File: config.mk
export PLATFORM = sky130hd
export DESIGN_NAME = chan_scan_seq
export DESIGN_NICKNAME = d
export VERILOG_FILES = /design/src/rtl/seqr_pkg.sv /design/src/rtl/seqr_cfg_stage.sv /design/src/rtl/seqr_scan_core.sv /design/src/rtl/seqr_sel_out.sv /design/src/rtl/chan_scan_seq.sv
export SDC_FILE = /design/constraint.sdc
export NUM_CORES = 1
export LEC_CHECK = 0
export ABC_AREA = 1
export BUFFER_PORTS_ARGS = -buffer_cell sky130_fd_sc_hd__buf_2
export CORE_AREA = 2 2 64 48
export CTS_CLUSTER_DIAMETER = 60
export DETAILED_ROUTE_END_ITERATION = 10
export DIE_AREA = 0 0 66 50
export PLACE_DENSITY_LB_ADDON = 0.3
export SKIP_CTS_REPAIR_TIMING = 1
export SYNTH_ARGS = -nofsm -noshare
export SYNTH_HDL_FRONTEND = slang
export SYNTH_SLANG_ARGS = --single-unit
File: constraint.sdc
create_clock -name clk -period 1.7 [get_ports clk]
set_clock_uncertainty 0.15 [all_clocks]
set_input_delay 0 -clock clk [delete_from_list [all_inputs] [get_ports clk]]
set_output_delay 0 -clock clk [all_outputs]
set_load 0.05 [all_outputs]
File: src/rtl/seqr_pkg.sv
package seqr_pkg;

    typedef enum logic {
        PH_CHAN = 1'b0,
        PH_TEMP = 1'b1
    } seqr_phase_e;

    // Field offsets of the configuration word for a channel index width chw
    function automatic int unsigned seqr_last_lo(input int unsigned chw);
        return chw;
    endfunction

    function automatic int unsigned seqr_temp_bit(input int unsigned chw);
        return 2 * chw;
    endfunction

    function automatic int unsigned seqr_pair_bit(input int unsigned chw);
        return 2 * chw + 1;
    endfunction

    function automatic int unsigned seqr_scan_bit(input int unsigned chw);
        return 2 * chw + 2;
    endfunction

    function automatic int unsigned seqr_cfg_width(input int unsigned chw);
        return 2 * chw + 3;
    endfunction

endpackage

File: src/rtl/seqr_cfg_stage.sv
module seqr_cfg_stage #(
    parameter int unsigned CFG_W = 9,
    parameter logic [CFG_W-1:0] RST_WORD = '0
) (
    input  logic             clk,
    input  logic             rst_n,
    input  logic             wr_en,
    input  logic [CFG_W-1:0] wr_word,
    input  logic             conv_go,
    output logic [CFG_W-1:0] act_word,
    output logic             commit
);

    typedef struct packed {
        logic [CFG_W-1:0] stg;
        logic             pend;
        logic [CFG_W-1:0] act;
    } stage_t;

    stage_t s_d, s_q;

    always_comb begin
        s_d    = s_q;
        commit = conv_go && s_q.pend;
        if (commit) begin
            s_d.act  = s_q.stg;
            s_d.pend = 1'b0;
        end
        // a write in the strobe cycle lands after the commit
        if (wr_en) begin
            s_d.stg  = wr_word;
            s_d.pend = 1'b1;
        end
    end

    always_ff @(posedge clk or negedge rst_n) begin
        if (!rst_n) begin
            s_q.stg  <= RST_WORD;
            s_q.pend <= 1'b0;
            s_q.act  <= RST_WORD;
        end else begin
            s_q <= s_d;
        end
    end

    assign act_word = s_q.act;

    // a commit loads the staged word
    p_commit_load_r7: assert property (@(posedge clk) disable iff (!rst_n)
        (conv_go && s_q.pend) |=> (act_word == $past(s_q.stg)));

    // without a commit the active word does not move
    p_active_hold_r7: assert property (@(posedge clk) disable iff (!rst_n)
        !(conv_go && s_q.pend) |=> $stable(act_word));

    // a write always leaves a pending word
    p_write_pends_r9: assert property (@(posedge clk) disable iff (!rst_n)
        wr_en |=> (s_q.pend && s_q.stg == $past(wr_word)));

endmodule

File: src/rtl/seqr_scan_core.sv
module seqr_scan_core
    import seqr_pkg::*;
#(
    parameter int unsigned CH_W  = 3,
    parameter int unsigned CFG_W = seqr_cfg_width(CH_W)
) (
    input  logic             clk,
    input  logic             rst_n,
    input  logic             conv_go,
    input  logic             restart,
    input  logic [CFG_W-1:0] act_word,
    output logic [CH_W-1:0]  emit_ch,
    output logic             emit_temp,
    output logic             emit_pair
);

    localparam int unsigned LAST_LO  = seqr_last_lo(CH_W);
    localparam int unsigned TEMP_BIT = seqr_temp_bit(CH_W);
    localparam int unsigned PAIR_BIT = seqr_pair_bit(CH_W);
    localparam int unsigned SCAN_BIT = seqr_scan_bit(CH_W);

    typedef struct packed {
        logic [CH_W-1:0] idx;
        seqr_phase_e     phase;
    } scan_t;

    scan_t c_d, c_q;

    logic [CH_W-1:0] fixed_ch;
    logic [CH_W-1:0] last_ch;
    logic            temp_en;
    logic            pair_en;
    logic            scan_en;
    logic [CH_W-1:0] end_idx;
    logic [CH_W-1:0] step;
    logic            at_end;

    always_comb begin
        fixed_ch = act_word[CH_W-1:0];
        last_ch  = act_word[LAST_LO +: CH_W];
        temp_en  = act_word[TEMP_BIT];
        pair_en  = act_word[PAIR_BIT];
        scan_en  = act_word[SCAN_BIT];
    end

    // the closing pair is the even/odd couple holding the last channel
    generate
        if (CH_W > 1) begin : g_pair_end
            always_comb begin
                end_idx = pair_en ? {last_ch[CH_W-1:1], 1'b0} : last_ch;
                step    = pair_en ? CH_W'(2) : CH_W'(1);
            end
        end else begin : g_pair_end_narrow
            always_comb begin
                end_idx = pair_en ? '0 : last_ch;
                step    = pair_en ? '0 : CH_W'(1);
            end
        end
    endgenerate

    always_comb begin
        at_end = (c_q.idx == end_idx);

        // selection emitted at this strobe
        if (!scan_en) begin
            emit_ch   = fixed_ch;
            emit_temp = 1'b0;
            emit_pair = 1'b0;
        end else if (c_q.phase == PH_TEMP) begin
            emit_ch   = '0;
            emit_temp = 1'b1;
            emit_pair = 1'b0;
        end else begin
            emit_ch   = c_q.idx;
            emit_temp = 1'b0;
            emit_pair = pair_en;
        end

        // position for the strobe after this one
        c_d = c_q;
        if (conv_go && scan_en) begin
            if (c_q.phase == PH_TEMP) begin
                c_d.idx   = '0;
                c_d.phase = PH_CHAN;
            end else if (at_end) begin
                if (temp_en) begin
                    c_d.phase = PH_TEMP;
                end else begin
                    c_d.idx = '0;
                end
            end else begin
                c_d.idx = c_q.idx + step;
            end
        end
        if (restart) begin
            c_d.idx   = '0;
            c_d.phase = PH_CHAN;
        end
    end

    always_ff @(posedge clk or negedge rst_n) begin
        if (!rst_n) begin
            c_q.idx   <= '0;
            c_q.phase <= PH_CHAN;
        end else begin
            c_q <= c_d;
        end
    end

    // the index never runs past the last channel
    p_idx_bound_r3: assert property (@(posedge clk) disable iff (!rst_n)
        c_q.idx <= last_ch);

    // paired scans stay on even channels
    p_pair_even_r5: assert property (@(posedge clk) disable iff (!rst_n)
        (scan_en && pair_en) |-> (c_q.idx[0] == 1'b0));

    // the temperature slot is followed by input 0
    p_temp_wrap_r4: assert property (@(posedge clk) disable iff (!rst_n)
        (conv_go && scan_en && c_q.phase == PH_TEMP) |=>
            (c_q.idx == '0 && c_q.phase == PH_CHAN));

    // a commit restarts the scan
    p_restart_r8: assert property (@(posedge clk) disable iff (!rst_n)
        restart |=> (c_q.idx == '0 && c_q.phase == PH_CHAN));

endmodule

File: src/rtl/seqr_sel_out.sv
module seqr_sel_out #(
    parameter int unsigned CH_W = 3
) (
    input  logic            clk,
    input  logic            rst_n,
    input  logic            conv_go,
    input  logic [CH_W-1:0] emit_ch,
    input  logic            emit_temp,
    input  logic            emit_pair,
    output logic [CH_W-1:0] mux_sel,
    output logic            temp_sel,
    output logic            pair_sel
);

    typedef struct packed {
        logic [CH_W-1:0] ch;
        logic            temp;
        logic            pair;
    } sel_t;

    sel_t o_d, o_q;

    always_comb begin
        o_d = o_q;
        if (conv_go) begin
            o_d.ch   = emit_ch;
            o_d.temp = emit_temp;
            o_d.pair = emit_pair;
        end
    end

    always_ff @(posedge clk or negedge rst_n) begin
        if (!rst_n) begin
            o_q <= '0;
        end else begin
            o_q <= o_d;
        end
    end

    assign mux_sel  = o_q.ch;
    assign temp_sel = o_q.temp;
    assign pair_sel = o_q.pair;

    // outputs hold between strobes
    p_hold_r2: assert property (@(posedge clk) disable iff (!rst_n)
        !conv_go |=> $stable({mux_sel, temp_sel, pair_sel}));

    // the temperature slot selects no input channel
    p_temp_clean_r4: assert property (@(posedge clk) disable iff (!rst_n)
        temp_sel |-> (mux_sel == '0 && !pair_sel));

endmodule

File: src/rtl/chan_scan_seq.sv
module chan_scan_seq
    import seqr_pkg::*;
#(
    parameter int unsigned NUM_CH = 8
) (
    input  logic                                   clk,
    input  logic                                   rst_n,
    input  logic                                   conv_go,
    input  logic                                   cfg_wr,
    input  logic [seqr_cfg_width($clog2(NUM_CH))-1:0] cfg_word,
    output logic [$clog2(NUM_CH)-1:0]              mux_sel,
    output logic                                   temp_sel,
    output logic                                   pair_sel
);

    localparam int unsigned CH_W     = $clog2(NUM_CH);
    localparam int unsigned CFG_W    = seqr_cfg_width(CH_W);
    localparam int unsigned LAST_LO  = seqr_last_lo(CH_W);
    localparam int unsigned TEMP_BIT = seqr_temp_bit(CH_W);
    localparam int unsigned SCAN_BIT = seqr_scan_bit(CH_W);

    // power-up setting: full single-input scan plus the sensor slot
    localparam logic [CFG_W-1:0] RST_WORD =
        (CFG_W'(1) << SCAN_BIT) |
        (CFG_W'(1) << TEMP_BIT) |
        (CFG_W'(NUM_CH - 1) << LAST_LO);

    logic [CFG_W-1:0] act_word;
    logic             commit;
    logic [CH_W-1:0]  emit_ch;
    logic             emit_temp;
    logic             emit_pair;

    seqr_cfg_stage #(
        .CFG_W    (CFG_W),
        .RST_WORD (RST_WORD)
    ) u_stage (
        .clk      (clk),
        .rst_n    (rst_n),
        .wr_en    (cfg_wr),
        .wr_word  (cfg_word),
        .conv_go  (conv_go),
        .act_word (act_word),
        .commit   (commit)
    );

    seqr_scan_core #(
        .CH_W  (CH_W),
        .CFG_W (CFG_W)
    ) u_core (
        .clk       (clk),
        .rst_n     (rst_n),
        .conv_go   (conv_go),
        .restart   (commit),
        .act_word  (act_word),
        .emit_ch   (emit_ch),
        .emit_temp (emit_temp),
        .emit_pair (emit_pair)
    );

    seqr_sel_out #(
        .CH_W (CH_W)
    ) u_out (
        .clk       (clk),
        .rst_n     (rst_n),
        .conv_go   (conv_go),
        .emit_ch   (emit_ch),
        .emit_temp (emit_temp),
        .emit_pair (emit_pair),
        .mux_sel   (mux_sel),
        .temp_sel  (temp_sel),
        .pair_sel  (pair_sel)
    );

    // fixed mode follows the fixed-channel field
    p_fixed_r6: assert property (@(posedge clk) disable iff (!rst_n)
        (conv_go && !act_word[SCAN_BIT]) |=>
            (mux_sel == $past(act_word[CH_W-1:0]) && !temp_sel && !pair_sel));

endmodule

==> impl_metrics.json, run 1 <==
{
  "status": "complete, but fails checks",
  "violations": "hold timing",
  "instances_no_fill": 215,
  "period_needed_ns": 1.627,
  "internal-power_uw": 1204,
  "hold_ws_ns": -0.06865,
  "holdCritPathClass": "input port to flop",
  "syn_area_per_cell_sq_um": 8.855,
  "dp_hpwl_um": 1648,
  "critPathCaptureType": "flop",
  "die_x_um": 66,
  "core_area_sq_um": 2683,
  "first_pass_iters": 4,
  "crit_type": "flop to flop",
  "fin_total_pwr_uw": 1747,
  "syn_area_sq_um": 1266,
  "die_y_um": 50,
  "drt-total-wl_um": 2364,
  "yosysSeqAreaShare": 0.5632,
  "worstSkewPairLatency_ns": 0.27,
  "relSlewSlack": 0.6111,
  "area_growth_pct": 28.16,
  "timing.critical_path.required_ns": 1.77,
  "arrival_ns": 1.69,
  "yosysWarningCount": 0,
  "portBuffers": 17,
  "cts_tree": "built",
  "ant_nets": 0,
  "syn-num-nets": 158,
  "max_freq_mhz": 614.5,
  "nFillCells": 232,
  "gr-usage-met1": 0.1965,
  "seq_area_sq_um": 713.2,
  "grtUsageMet3": 0.04795,
  "yosys.area.top_type": "dfrtp_1",
  "drc": 0,
  "first_iter_violations": 11,
  "num_antenna_cells": 0,
  "peakVddDrop_uv": 800.9,
  "final_core_util": 0.6049,
  "num_vias": 1006,
  "vias_per_cell": 4.679,
  "grt_usage": 0.1569,
  "grt_overflow_total": 0,
  "cts_buffers": 3,
  "critPathMaxFanout": 2,
  "syn_inst": 143,
  "multi_input_area_sq_um": 446.7,
  "drive_above_1_share": 0.2514,
  "maxCapViolations": 0,
  "clock-sinks": 28,
  "cts.path.max_buffers": 2,
  "fin_crit_sh": 0.9573,
  "p_sw_uw": 543.0,
  "p_per_area_nw_per_um2": 1076,
  "routedWlPerCell_um": 11.00,
  "final_common_cell": "nand2_1",
  "final_cell_mix": "nand2_1 (41), inv_1 (22), o21ai_0 (18), dfrtp_1 (18), buf_2 (17)",
  "pwr-share-clk": 0.260,
  "tightest_slew_ns": 0.5834,
  "yosys_register_bits": 28,
  "dp_cells": 194,
  "hold_viol": 10,
  "layout.nets": 195,
  "clk_pin_slew_ns": 0.09,
  "antenna_found_initial": 0,
  "met2_usage": 0.2643,
  "die_area_sq_um": 3300,
  "synth_area_leaders": "dfrtp_1 (36%), dfstp_2 (21%), nand2_1 (12%)",
  "drv_slew": 0,
  "rows": 16,
  "setup_viol": 0,
  "crit_path_start_kind": "flop",
  "cts_root_buf": "clkbuf_8",
  "start_util": 0.4720,
  "synth.distinct_cells": 24,
  "grt_start_max_net_pins": 29,
  "gp_congestion": 0.8395,
  "grt_pass1_vias": 930,
  "leakage_uw": 0.0007946,
  "power.share.sequential": 0.484,
  "synth.top_cell.area_share": 0.3557,
  "grt_pass1_wl_um": 3912,
  "globalRoute.busiestLayer": "met2",
  "io_pins": 18,
  "ctsHtreeMaxLevel": 1,
  "combPwrFrac": 0.256,
  "switching_share": 0.3109
}
==> critical path: stages, from the launching register on <==
cell,delay [ns]
dfrtp_1,0.40
inv_2,0.07
ha_1,0.14
inv_1,0.05
fa_1,0.37
xnor2_1,0.14
nand2_1,0.06
nor2_1,0.08
nand2_1,0.06
nand2_1,0.05
==> through the flow <==
step / hold WS [ns] / setup TNS, ns / area, sq um / setup WS (ns)
detailed placement: -0.1192 / 0 / 1391 / 0.08633
global placement: -0.1175 / 0 / 1391 / 0.1302
floorplan: -0.4456 / 0 / 1266 / 0.07906
global route: 0.0003983 / -0.005426 / 1623 / -0.005426
CTS: -0.4244 / 0 / 1458 / 0.05915
finish: -0.06865 / 0 / 1623 / 0.07254
==> power by group through the flow <==
stage | Combinational (uW) | Clock (uW) | Sequential [uW]
floorplan | 245 | 0 | 896
global placement | 383 | 0 | 850
detailed placement | 404 | 0 | 856
CTS | 406 | 465 | 844
global route | 504 | 501 | 857
finish | 447 | 454 | 845
==> metal layers <==
| layer | routed length, um | up-vias |
|---|---|---|
| met3 | 106 | 2 |
| li1 | - | 516 |
| met4 | 10 | 0 |
| met1 | 1134 | 465 |
| met5 | 0 | - |
| met2 | 1112 | 23 |
==> sequential cells by signal, summed over array words and instances (netlist names) <==
register	flops
u_stage.s_q	10
u_stage.act_word	9
u_out.pair_sel	1
u_core.c_q	4
u_out.temp_sel	1
u_out.mux_sel	3
==> layout make-up <==
type	count	share of cell area
clock buffer	4	0.04086
inverter	25	0.05783
multi-input combinational	87	0.2752
sequential	28	0.4395
tap	36	0.02776
timing repair buffer	35	0.1588
==> cell families after synthesis <==
group                      synth area share
AOI/OAI and AO/OA                    0.1235
xor gates and xnor gates           0.006918
adders and majority gates           0.02569
buffers and inverters               0.08399
DFF                                  0.5632
and+or+nand+nor                      0.1966
==> cell usage after synthesis <==
| library cell | instances |
|---|---|
| nor2_1 | 4 |
| buf_2 | 1 |
| o21ai_0 | 18 |
| nor2_4 | 1 |
| a21oi_1 | 6 |
| o31ai_1 | 2 |
| nand2_2 | 2 |
| clkbuf_1 | 2 |
| fa_1 | 1 |
| nand4_1 | 2 |
| nand2_4 | 2 |
| inv_1 | 23 |
| o21ai_1 | 1 |
| nand3_1 | 1 |
| xnor2_1 | 1 |
| nand2_1 | 41 |
| dfrtp_1 | 18 |
| nand3_2 | 1 |
| nor2_2 | 1 |
| ha_1 | 1 |
| a21o_1 | 1 |
| inv_2 | 2 |
| dfstp_2 | 10 |
| a21oi_2 | 1 |
==> worst paths after layout <==
kind,start,to,slack (ns),depth (start not counted)
hold reg to reg,u_out.temp_sel,u_out.temp_sel,0.33,2
setup reg to reg,u_stage.act_word[7],u_core.c_q[3],0.07,9
setup / recovery,u_stage.act_word[7],u_core.c_q[3],0.07,9
max in group asynchronous,rst_n,u_out.mux_sel[2],0.92,2
hold / removal,cfg_wr,u_stage.s_q[13],-0.07,3
min in group asynchronous,rst_n,u_stage.s_q[17],0.10,2
Note: power is estimated with default switching activity, not from simulation.
==> run 2, diff against run 1 <==
CELL_PAD_IN_SITES_DETAIL_PLACEMENT = 0   (was not set)
CELL_PAD_IN_SITES_GLOBAL_PLACEMENT = 2   (was not set)
CORE_AREA = 2 2 81 60   (was 2 2 64 48)
DIE_AREA = 0 0 83 62   (was 0 0 66 50)
PLACE_DENSITY_LB_ADDON = 0.1   (was 0.3)
RECOVER_POWER = 25   (was not set)
==> impl_metrics.json, run 2 (synthesis results as in run 1) <==
{
  "rows": 21,
  "num_antenna_cells": 0,
  "layout.nets": 201,
  "holdCritPathClass": "input port to asynchronous set/reset pin",
  "gp_congestion": 0.7053,
  "grtUsageMet3": 0.03963,
  "gr-usage-met1": 0.1293,
  "die_x_um": 83,
  "met2_usage": 0.1959,
  "first_pass_iters": 4,
  "grt_pass1_wl_um": 4333,
  "ant_nets": 0,
  "critPathCaptureType": "flop",
  "clk_pin_slew_ns": 0.09,
  "grt_overflow_total": 0,
  "vias_per_cell": 4.182,
  "crit_chain": "inv_2 -> ha_1 -> inv_1 -> fa_2 -> xnor2_1 -> nand2_1 -> nor2_1 -> nand2_1 -> nand2_1",
  "final_common_cell": "nand2_1",
  "grt_pass1_vias": 975,
  "antenna_found_initial": 0,
  "crit_path_start_kind": "flop",
  "first_iter_violations": 46,
  "tns_ns": 0,
  "start_util": 0.2818,
  "max_stage_delay_ns": 0.40,
  "critPathMaxFanout": 2,
  "core_area_sq_um": 4493,
  "fin_total_pwr_uw": 1672,
  "setup_viol": 0,
  "worstSkewPairLatency_ns": 0.27,
  "arrival_ns": 1.64,
  "ctsHtreeMaxLevel": 1,
  "tightest_slew_ns": 0.6969,
  "clock-sinks": 28,
  "fin_crit_sh": 0.9231,
  "maxCapViolations": 0,
  "routedWlPerCell_um": 10.74,
  "drv_slew": 0,
  "drt-total-wl_um": 2599,
  "peakVddDrop_uv": 365.4,
  "die_y_um": 62,
  "rsz0062_at_grt": "yes",
  "num_vias": 1012,
  "final_cell_mix": "nand2_1 (41), inv_1 (22), dlygate4sd3_1 (19)",
  "cts_buffers": 3,
  "cts_tree": "built",
  "drive_above_1_share": 0.2541,
  "leakage_uw": 0.0008064,
  "drc": 0,
  "regMostFlops": "u_stage.s_q",
  "status": "finished, final reports clean",
  "io_pins": 18,
  "cts_root_buf": "clkbuf_8",
  "relSlewSlack": 0.5354,
  "grt_start_max_net_pins": 29,
  "grt_usage": 0.1093,
  "period_needed_ns": 1.569,
  "dp_hpwl_um": 1889,
  "cts.path.max_buffers": 2,
  "hold_viol": 0,
  "timing.critical_path.required_ns": 1.77,
  "largest_reg_flops": 10,
  "cp_slowest_cell": "dfrtp_1",
  "crit_top_cell": "nand2_1",
  "portBuffers": 17,
  "max_freq_mhz": 637.2,
  "area_growth_pct": 33.10,
  "globalRoute.busiestLayer": "met2",
  "p_per_area_nw_per_um2": 992.3,
  "die_area_sq_um": 5146,
  "nFillCells": 462,
  "crit_type": "flop to flop"
}
-- run 2: changes by cell type in the layout (fill, tap and decap cells not counted) --
cell           previous run  this run
fa_2                      0         1
fa_1                      1         0
dlygate4sd3_1            15        19
buf_2                    17        16
clkinv_1                  0         1
buf_4                     3         5
clkbuf_16                 1         0
clkbuf_2                  0         1
-- run 2: area by class of cell --
cell class | instances | area (sq um) | share of cell area
Sequential cell | 28 | 713.2 | 0.4232
Multi-Input combinational cell | 87 | 449.2 | 0.2665
Timing Repair Buffer | 41 | 312.8 | 0.1856
Inverter | 25 | 93.84 | 0.05568
Tap cell | 57 | 71.32 | 0.04232
Clock buffer | 3 | 41.29 | 0.02450
Clock inverter | 1 | 3.754 | 0.002227
-- run 2: through the flow --
stage	util	setup WS, ns	std cells	area (sq um)	hold slack [ns]
after floorplan	-	0.07906	143	1266	-0.4456
after detailed placement	0.3189	0.1060	217	1433	-0.09078
final	0.3751	0.1307	242	1685	0.1462
after global placement	0.3189	0.1123	217	1433	-0.09221
after CTS	0.3289	0.08912	221	1478	-0.3947
after global routing	0.3751	-0.005604	242	1685	0.2145
-- run 2: worst paths after layout --
kind / from / endpoint / slack (ns) / cells past startpoint
min in group clk: cfg_word[2] / u_stage.s_q[12] / 0.32 / 4
min: rst_n / u_out.mux_sel[1] / 0.15 / 2
min reg2reg: u_stage.s_q[18] / u_stage.s_q[18] / 0.34 / 2
max in group asynchronous: rst_n / u_stage.s_q[17] / 0.80 / 2
max: u_stage.act_word[7] / u_core.c_q[3] / 0.13 / 9
max reg2reg: u_stage.act_word[7] / u_core.c_q[3] / 0.13 / 9
-- run 2: worst max-delay path: cells and delay by family, from the launching register on --
| family | cells | cell delay, ns |
|---|---|---|
| buffers and inverters | 2 | 0.11 |
| XOR/XNOR | 1 | 0.15 |
| AND/OR/NAND/NOR | 4 | 0.26 |
| adder cells (fa/ha/maj) | 2 | 0.47 |
| flip-flops | 1 | 0.40 |
-- run 2: power breakdown --
group | internal [uW] | switching [uW]
sequential | 778 | 58.3
combinational | 186 | 287
clock | 162 | 200
total | 1130 | 546
-- run 2: metal layers --
layer	vias up	part of all wire
met2	13	0.46
met1	471	0.50
met4	0	0.0092
met5	-	0
li1	524	-
met3	4	0.036
==> run 3, diff against run 2 <==
ABC_AREA = not set   (was 1)
CORE_AREA = 2 2 77 57   (was 2 2 81 60)
DIE_AREA = 0 0 79 59   (was 0 0 83 62)
==> impl_metrics.json, run 3 <==
{
  "status": "finished, final reports clean",
  "clock-sinks": 28,
  "syn_area_per_cell_sq_um": 12.76,
  "yosys.area.top_type": "dfrtp_1",
  "grt_usage": 0.1100,
  "cts_tree": "built",
  "portBuffers": 17,
  "critPathMaxFanout": 2,
  "relSlewSlack": 0.5392,
  "largest_reg_flops": 10,
  "synth_most_common_cell": "dfrtp_1",
  "drt-total-wl_um": 2335,
  "cts.path.max_buffers": 2,
  "maxCapViolations": 0,
  "final_common_cell": "dfrtp_1",
  "drive_above_1_share": 0.4254,
  "grt_start_max_net_pins": 29,
  "layout.nets": 150,
  "syn_area_sq_um": 1237,
  "vias_per_cell": 4.505,
  "crit_type": "flop to flop",
  "tns_ns": 0,
  "tightest_slew_ns": 0.6912,
  "dp_hpwl_um": 1716,
  "p_per_area_nw_per_um2": 1266,
  "area_growth_pct": 31.75,
  "crit_path_start_kind": "flop",
  "die_area_sq_um": 4661,
  "grt_overflow_total": 0,
  "drc": 0,
  "ys_async_sr_fraction": 1.000,
  "routedWlPerCell_um": 12.55,
  "core_area_sq_um": 3851,
  "period_needed_ns": 1.620,
  "start_util": 0.3213,
  "grt_pass1_vias": 800,
  "gp_congestion": 0.7057,
  "fin_crit_sh": 0.9532,
  "final_cell_mix": "dfrtp_1 (18), buf_2 (16), mux2_2 (12), dlygate4sd3_1 (12), dfstp_2 (10)",
  "antenna_found_initial": 0,
  "syn_inst": 97,
  "clk_pin_slew_ns": 0.10,
  "fin_area_sq_um": 1630,
  "dpl_cell_area_sq_um": 1431,
  "first_pass_iters": 4,
  "regMostFlops": "u_stage.s_q",
  "critPathCaptureType": "flop",
  "critPathTopFamily": "adder cells",
  "cts_buffers": 3,
  "max_freq_mhz": 617.1,
  "timing.critical_path.required_ns": 1.70,
  "drv_slew": 0,
  "crit_chain": "inv_2 -> ha_1 -> inv_1 -> fa_2 -> inv_1 -> o211ai_1 -> mux2i_1",
  "io_pins": 18,
  "hold_viol": 0,
  "yosysWarningCount": 0,
  "crit_top_cell": "inv_1",
  "holdCritPathClass": "input port to asynchronous set/reset pin",
  "max_stage_delay_ns": 0.51,
  "ant_nets": 0,
  "synth_top_flop_cell": "dfrtp_1",
  "yosys_register_bits": 28,
  "num_antenna_cells": 0,
  "syn-num-nets": 112,
  "setup_viol": 0,
  "cts_root_buf": "clkbuf_8",
  "synth_edf_count": 0,
  "peakVddDrop_uv": 467.0,
  "synth_area_leaders": "dfrtp_1 (36%), dfstp_2 (21%), mux2_2 (11%)",
  "synth.top_cell.area_share": 0.3640,
  "num_vias": 838,
  "synthTopCellsByCount": "dfrtp_1 (18), mux2_2 (12), dfstp_2 (10)",
  "instances_no_fill": 186,
  "worst-path-buf-inv": 3,
  "first_iter_violations": 36,
  "ctsHtreeMaxLevel": 1,
  "grt_pass1_wl_um": 3960,
  "rsz0062_at_grt": "yes",
  "die_y_um": 59,
  "dp_cells": 170,
  "arrival_ns": 1.62,
  "rows": 19,
  "synth.distinct_cells": 27,
  "leakage_uw": 0.0007024,
  "die_x_um": 79,
  "yosysSeqAreaShare": 0.5763,
  "worstSkewPairLatency_ns": 0.27,
  "cp_slowest_cell": "fa_2"
}
[run 3: cell count changes in the layout (fill, tap and decap cells not counted), moves of 4 or more]
| cell | delta |
|---|---|
| o211ai_1 | +4 |
| a21oi_1 | -4 |
| dlygate4sd3_1 | -7 |
| mux2_2 | +12 |
| nand2_1 | -37 |
| nand3b_1 | +4 |
| o21ai_0 | -17 |
| mux2_1 | +6 |
| inv_1 | -17 |
[run 3: logic make-up (layout without fill, tap and decap cells)]
logic type	Yosys count	after routing	share of synthesized area
flip-flops	28	28	0.5763
multiplexers	20	20	0.1800
AND/OR/NAND/NOR	18	18	0.07886
AO/OA/AOI/OAI	14	14	0.07988
buffers and inverters	12	49	0.03741
XOR/XNOR	3	3	0.02124
adder cells (fa/ha/maj)	2	2	0.02629
[run 3: stage by stage]
stage	hold slack [ns]	util	setup slack, ns	power (uW)
floorplan	-0.4456	-	0.07235	1308
global placement	-0.09270	0.3717	0.1079	1535
detailed placement	-0.09348	0.3717	0.07173	1540
CTS	-0.4007	0.3902	0.03506	2067
global route	0.2016	0.4233	-0.002014	2203
finish	0.1429	0.4233	0.07954	2064
[run 3: routing by layer]
layer	GRT usage	share of wire	vias to the layer above
li1	-	-	411
met1	0.1634	0.52	410
met2	0.1610	0.43	15
met3	0.03659	0.041	2
met4	0.01478	0.0043	0
met5	0	0	-
[run 3: path summary, 6_finish.rpt]
path	start	to	slack [ns]	cells past startpoint
setup reg to reg	u_stage.act_word[7]	u_core.c_q[2]	0.08	7
setup / recovery	u_stage.act_word[7]	u_core.c_q[2]	0.08	7
hold reg to reg	u_out.pair_sel	u_out.pair_sel	0.36	1
max in group asynchronous	rst_n	u_stage.act_word[2]	0.81	2
hold / removal	rst_n	u_out.pair_sel	0.14	2
min in group clk	cfg_word[7]	u_stage.s_q[17]	0.32	3
[run 3: power breakdown]
part           internal (uW)  total, uW  switching, uW
Sequential               818        919            101
Clock                    315        519            204
Combinational            296        626            330
Total                   1430       2060            635
[run 3: cell type report]
cell class / instances / area (sq um)
inverters: 8 / 30.03
well taps: 52 / 65.06
flip-flops and latches: 28 / 713.2
clock inverters: 1 / 30.03
clock buffers: 3 / 41.29
fillers: 401 / 2221
repair buffers: 37 / 265.3
multi-input cells: 57 / 485.5
